<file path="src/rtl/oqpsk_spread_pkg.sv">
package oqpsk_spread_pkg;

  localparam int SYM_W    = 4;
  localparam int CHIPS    = 32;
  localparam int CHIP_IW  = $clog2(CHIPS);
  localparam int ROT_STEP = 4;

  // chip c0 is index 0 (leftmost)
  localparam logic [0:CHIPS-1] BASE_SEQ = 32'hD9C3522E;

  // chip n of a symbol: rotate the base word by ROT_STEP per step of the
  // low symbol bits, then invert the odd chips when the top bit is set
  function automatic logic chip_value(input logic [SYM_W-1:0]   sym,
                                      input logic [CHIP_IW-1:0] idx);
    logic [CHIP_IW-1:0] src;
    logic               b;
    src = idx - CHIP_IW'(int'(sym[SYM_W-2:0]) * ROT_STEP);
    b   = BASE_SEQ[src];
    if (sym[SYM_W-1] && idx[0]) b = ~b;
    return b;
  endfunction

  // odd chip index goes to the quadrature rail
  function automatic logic chip_on_q(input logic [CHIP_IW-1:0] idx);
    return idx[0];
  endfunction

endpackage

</file>
<file path="src/rtl/osp_byte_hold.sv">
module osp_byte_hold #(
  parameter int BYTE_W = 8,
  parameter int SYM_W  = 4,
  localparam int SYMS  = BYTE_W / SYM_W,
  localparam int SEL_W = (SYMS > 1) ? $clog2(SYMS) : 1
) (
  input  logic              clk,
  input  logic              rst_n,
  input  logic              in_valid,
  input  logic [BYTE_W-1:0] in_data,
  input  logic              release_i,
  input  logic [SEL_W-1:0]  sym_sel,
  output logic              in_ready,
  output logic              have_byte,
  output logic [SYM_W-1:0]  sym
);

  logic [BYTE_W-1:0] byte_q;
  logic              have_q;
  logic              take;

  assign in_ready  = !have_q || release_i;
  assign take      = in_valid && in_ready;
  assign have_byte = have_q;

  always_ff @(posedge clk or negedge rst_n) begin
    if (!rst_n) begin
      byte_q <= '0;
      have_q <= 1'b0;
    end else if (take) begin
      byte_q <= in_data;
      have_q <= 1'b1;
    end else if (release_i) begin
      have_q <= 1'b0;
    end
  end

  // nibble select, lowest nibble first
  always_comb begin
    sym = '0;
    for (int s = 0; s < SYMS; s++) begin
      if (sym_sel == SEL_W'(s)) sym = byte_q[s*SYM_W +: SYM_W];
    end
  end

endmodule

</file>
<file path="src/rtl/osp_chip_counter.sv">
module osp_chip_counter #(
  parameter int TOTAL = 64,
  localparam int CNT_W = $clog2(TOTAL)
) (
  input  logic             clk,
  input  logic             rst_n,
  input  logic             step,
  output logic [CNT_W-1:0] cnt,
  output logic             last_o
);

  localparam logic [CNT_W-1:0] LAST_IDX = CNT_W'(TOTAL - 1);

  assign last_o = step && (cnt == LAST_IDX);

  always_ff @(posedge clk or negedge rst_n) begin
    if (!rst_n)      cnt <= '0;
    else if (step)   cnt <= last_o ? '0 : cnt + 1'b1;
  end

endmodule

</file>
<file path="src/rtl/osp_rail_split.sv">
module osp_rail_split (
  input  logic clk,
  input  logic rst_n,
  input  logic step,
  input  logic chip_bit,
  input  logic on_q,
  output logic i_chip,
  output logic q_chip,
  output logic chip_stb
);

  always_ff @(posedge clk or negedge rst_n) begin
    if (!rst_n) begin
      i_chip   <= 1'b0;
      q_chip   <= 1'b0;
      chip_stb <= 1'b0;
    end else begin
      chip_stb <= step;
      if (step) begin
        if (on_q) q_chip <= chip_bit;
        else      i_chip <= chip_bit;
      end
    end
  end

endmodule

</file>
<file path="src/rtl/oqpsk_chip_spreader.sv">
module oqpsk_chip_spreader
  import oqpsk_spread_pkg::*;
#(
  parameter int BYTE_W = 8
) (
  input  logic              clk,
  input  logic              rst_n,
  input  logic              chip_en,
  input  logic              in_valid,
  output logic              in_ready,
  input  logic [BYTE_W-1:0] in_data,
  output logic              i_chip,
  output logic              q_chip,
  output logic              chip_stb,
  output logic              busy
);

  localparam int SYMS  = BYTE_W / SYM_W;
  localparam int SEL_W = (SYMS > 1) ? $clog2(SYMS) : 1;
  localparam int TOTAL = SYMS * CHIPS;
  localparam int CNT_W = $clog2(TOTAL);

  // named internal events
  logic               have_byte;
  logic               step;
  logic               last_chip;
  logic               emit_q;
  logic               chip_bit;
  logic [SYM_W-1:0]   sym_now;
  logic [CNT_W-1:0]   cnt;
  logic [CHIP_IW-1:0] chip_idx;
  logic [SEL_W-1:0]   sym_sel;

  assign step     = chip_en && have_byte;
  assign chip_idx = cnt[CHIP_IW-1:0];
  assign sym_sel  = SEL_W'(cnt >> CHIP_IW);
  assign chip_bit = chip_value(sym_now, chip_idx);
  assign emit_q   = step && chip_on_q(chip_idx);
  assign busy     = have_byte;

  osp_byte_hold #(.BYTE_W(BYTE_W), .SYM_W(SYM_W)) u_hold (
    .clk       (clk),
    .rst_n     (rst_n),
    .in_valid  (in_valid),
    .in_data   (in_data),
    .release_i (last_chip),
    .sym_sel   (sym_sel),
    .in_ready  (in_ready),
    .have_byte (have_byte),
    .sym       (sym_now)
  );

  osp_chip_counter #(.TOTAL(TOTAL)) u_cnt (
    .clk    (clk),
    .rst_n  (rst_n),
    .step   (step),
    .cnt    (cnt),
    .last_o (last_chip)
  );

  osp_rail_split u_split (
    .clk      (clk),
    .rst_n    (rst_n),
    .step     (step),
    .chip_bit (chip_bit),
    .on_q     (chip_on_q(chip_idx)),
    .i_chip   (i_chip),
    .q_chip   (q_chip),
    .chip_stb (chip_stb)
  );

endmodule

</file>
<file path="config.mk">
export PLATFORM = sky130hd
export DESIGN_NAME = oqpsk_chip_spreader
export DESIGN_NICKNAME = d
export VERILOG_FILES = /design/src/rtl/oqpsk_spread_pkg.sv /design/src/rtl/osp_byte_hold.sv /design/src/rtl/osp_chip_counter.sv /design/src/rtl/osp_rail_split.sv /design/src/rtl/oqpsk_chip_spreader.sv
export SDC_FILE = /design/constraint.sdc
export NUM_CORES = 1
export LEC_CHECK = 0
export BUFFER_PORTS_ARGS = -buffer_cell sky130_fd_sc_hd__buf_2
export CORE_ASPECT_RATIO = 1.5
export CORE_MARGIN = 3
export CORE_UTILIZATION = 35
export CTS_BUF_LIST = sky130_fd_sc_hd__clkbuf_8
export DETAILED_ROUTE_END_ITERATION = 10
export PLACE_DENSITY = 0.5
export SLEW_MARGIN = 20
export SYNTH_ARGS = -nofsm -noshare
export SYNTH_HDL_FRONTEND = slang
export SYNTH_SLANG_ARGS = --single-unit
</file>
<file path="constraint.sdc">
create_clock -name clk -period 6.05 [get_ports clk]
set_input_delay 0.605 -clock clk [delete_from_list [all_inputs] [get_ports clk]]
set_output_delay 0.605 -clock clk [all_outputs]
set_load 0.05 [all_outputs]
</file>
==> flow_summary.json <==
{
  "hold_viol": 0,
  "utilization_pct": 43.38,
  "p_leak_nw": 0.4974,
  "setup_violations": 0,
  "grt_remaining_overflow": 0,
  "place.gp.congestion": 0.7625,
  "rr_startpoint": "u_cnt.cnt[5]",
  "viasPerCell": 5.000,
  "synth.area.top_cells": "dfrtp_1 (49%), mux2_2 (13%), mux2i_1 (6.5%)",
  "synth_area_leader_cell": "dfrtp_1",
  "pre_cts_slack_ns": 3.457,
  "start_util_pct": 37.17,
  "synth_edf_count": 0,
  "yosysMostFrequentCell": "dfrtp_1",
  "worstSetupEndpointType": "register",
  "swShare_pct": 36.69,
  "fin_worst_skew_ns": 0.0007853,
  "ios": 17,
  "synthesis.area_um2": 920.9,
  "ys_async_sr_fraction_pct": 100.0,
  "finalNetCount": 115,
  "grt.total_usage_pct": 11.73,
  "grt_pass1_vias": 621,
  "drtAntennaViolNets": 0,
  "clock_latency_ns": 0.25,
  "grt_antenna_before_repair": 0,
  "ys_ff_latch": 18,
  "synth_warnings": 0,
  "chipWidth_um": 47.88,
  "pwr-share-comb_pct": 44.0,
  "clk_pin_slew_worst_paths_ns": 0.07,
  "route.detailed.wl_per_inst_um": 13.38,
  "hpwl_mm": 1.320,
  "start_kind": "register",
  "cts_tree": "done",
  "critPathArrivalTime_ns": 2.74,
  "antenna_cells": 0,
  "grt_max_degree": 19,
  "p_seq_share_pct": 36.4,
  "ff2ff_path_depth": 8,
  "internal_power_mw": 0.3159,
  "cts_sinks": 18,
  "timing.slew.headroom_pct": 73.75,
  "first_iter_violations": 7,
  "post-route-period-util_pct": 43.08,
  "clockPowerShare_pct": 19.5,
  "clock_path_buffers": 2,
  "ys_seq_area_share_pct": 48.91,
  "htreeDepth": 1,
  "worstSetupPathType": "reg2reg",
  "tns_ns": 0,
  "irDropWorstVdd_mv": 0.1974,
  "worstMarginPinSlew_ns": 0.3937,
  "cp.required_ns": 6.19,
  "powerDensity_nw_per_um2": 464.3,
  "fp-row-count": 22,
  "syn_to_final_growth_pct": 16.71,
  "crit_fanout": 7,
  "min_path_type": "in2async",
  "r2r-end": "u_split.i_chip",
  "synth_commonest_cells": "dfrtp_1 (18), mux2_2 (11), mux2i_1 (6), nand2_1 (6), nor2_1 (5)",
  "die_h_um": 68.82,
  "postCtsResizedCells": 0,
  "grt_pass1_wl_mm": 2.725,
  "drc": 0,
  "drive_above_1_share_pct": 32.65,
  "post-cts-setup-buffer-count": 0,
  "synth_top_area_share_pct": 48.91,
  "maxCapViolCount": 0,
  "hold_buffers": 0,
  "cts_buffers": 3,
  "via_count": 610,
  "syn_nets": 95,
  "dieArea_um2": 3295,
  "rsz0062_at_grt": "false",
  "root_buffer": "clkbuf_8",
  "ys_types": 20,
  "fmax_mhz": 383.7,
  "synth_ff_type": "dfrtp_1",
  "core_um2": 2477,
  "outcome": "finished, final reports clean",
  "drv_slew": 0,
  "synth.avg_cell_area_um2": 11.66,
  "wl_mm": 1.632,
  "timing.hold.ws_ns": 0.2690,
  "synthCells": 79,
  "r2r_slack_ns": 3.44,
  "p_switching_mw": 0.1831,
  "fin_ws_ns": 3.444,
  "power_mw": 0.4990,
  "final.min_clock_period_ns": 2.606,
  "io_buffers": 16,
  "drt-pass1-iter-count": 4
}
[logic make-up (layout without fill, tap and decap cells)]
group | after synthesis | after routing | share of synthesized area, %
simple gates | 19 | 19 | 9.784
flops | 18 | 18 | 48.91
mux | 17 | 17 | 19.97
compound gates | 8 | 8 | 4.619
xor+xnor | 8 | 8 | 7.608
buf+inv | 5 | 24 | 2.853
fa+ha+maj | 4 | 4 | 6.251
[power by group through the flow]
stage / sequential, mW / combinational, mW / clock [mW]
4_1_cts: 0.183 / 0.224 / 0.101
2_1_floorplan: 0.199 / 0.168 / 0
3_5_place_dp: 0.185 / 0.222 / 0
6_report: 0.182 / 0.220 / 0.0974
5_1_grt: 0.188 / 0.243 / 0.106
3_3_place_gp: 0.185 / 0.219 / 0
[registers in the layout, summed over array words and instances, names as in the netlist]
name              count
u_cnt.cnt             6
u_hold.have_byte      1
u_split.q_chip        1
u_split.i_chip        1
u_hold.byte_q         8
u_split.chip_stb      1
[cells in the final DEF, fill, tap and decap left out]
master	count
buf_2	16
a21oi_1	2
xor2_1	4
fa_1	1
dfrtp_1	18
inv_1	4
ha_1	3
mux2i_1	6
nand2b_1	1
xnor2_1	4
nand2_1	6
nand3_1	4
o21ai_0	3
o21ai_1	2
clkbuf_8	4
nor2_1	5
mux2_2	11
or3b_1	1
nand2_2	1
o211ai_1	1
nand3b_1	1
[stage by stage]
stage,instances,area [um2]
3_3_place_gp,118,1020
5_1_grt,122,1075
2_1_floorplan,79,920.9
3_5_place_dp,118,1020
6_report,122,1075
4_1_cts,122,1075
[how the worst max path moves through the flow]
stage | startpoint | to | slack, ns | cells after the start
after floorplan | u_cnt.cnt[5] | u_split.i_chip | 3.64 | 9
after global placement | u_cnt.cnt[5] | u_split.q_chip | 3.51 | 9
after detailed placement | u_cnt.cnt[5] | u_split.i_chip | 3.46 | 8
after CTS | u_cnt.cnt[5] | u_split.i_chip | 3.44 | 8
after global routing | u_cnt.cnt[5] | u_split.q_chip | 3.33 | 9
final | u_cnt.cnt[5] | u_split.i_chip | 3.44 | 8
[layer usage]
layer / vias up / GRT usage [%] / part of all wire [%]
met2: 8 / 18.87 / 54
met4: 0 / 6.061 / 2.3
met5: - / 0 / 0
li1: 308 / - / -
met1: 290 / 14.29 / 41
met3: 4 / 2.338 / 2.6
[worst max-delay path, cell delays in order, from the launching register on]
cell	delay, ns
dfrtp_1	0.51
mux2_2	0.38
ha_1	0.17
inv_1	0.06
fa_1	0.49
or3b_1	0.39
o211ai_1	0.09
mux2i_1	0.12
mux2_2	0.27
[final cells by class]
| type | count | area (um2) |
|---|---|---|
| multi-input cells | 56 | 444.2 |
| fillers | 262 | 1403 |
| flip-flops and latches | 18 | 450.4 |
| repair buffers | 16 | 80.08 |
| well taps | 24 | 30.03 |
| clock buffers | 4 | 55.05 |
| inverters | 4 | 15.01 |
Power figures use the tool's default switching activity.
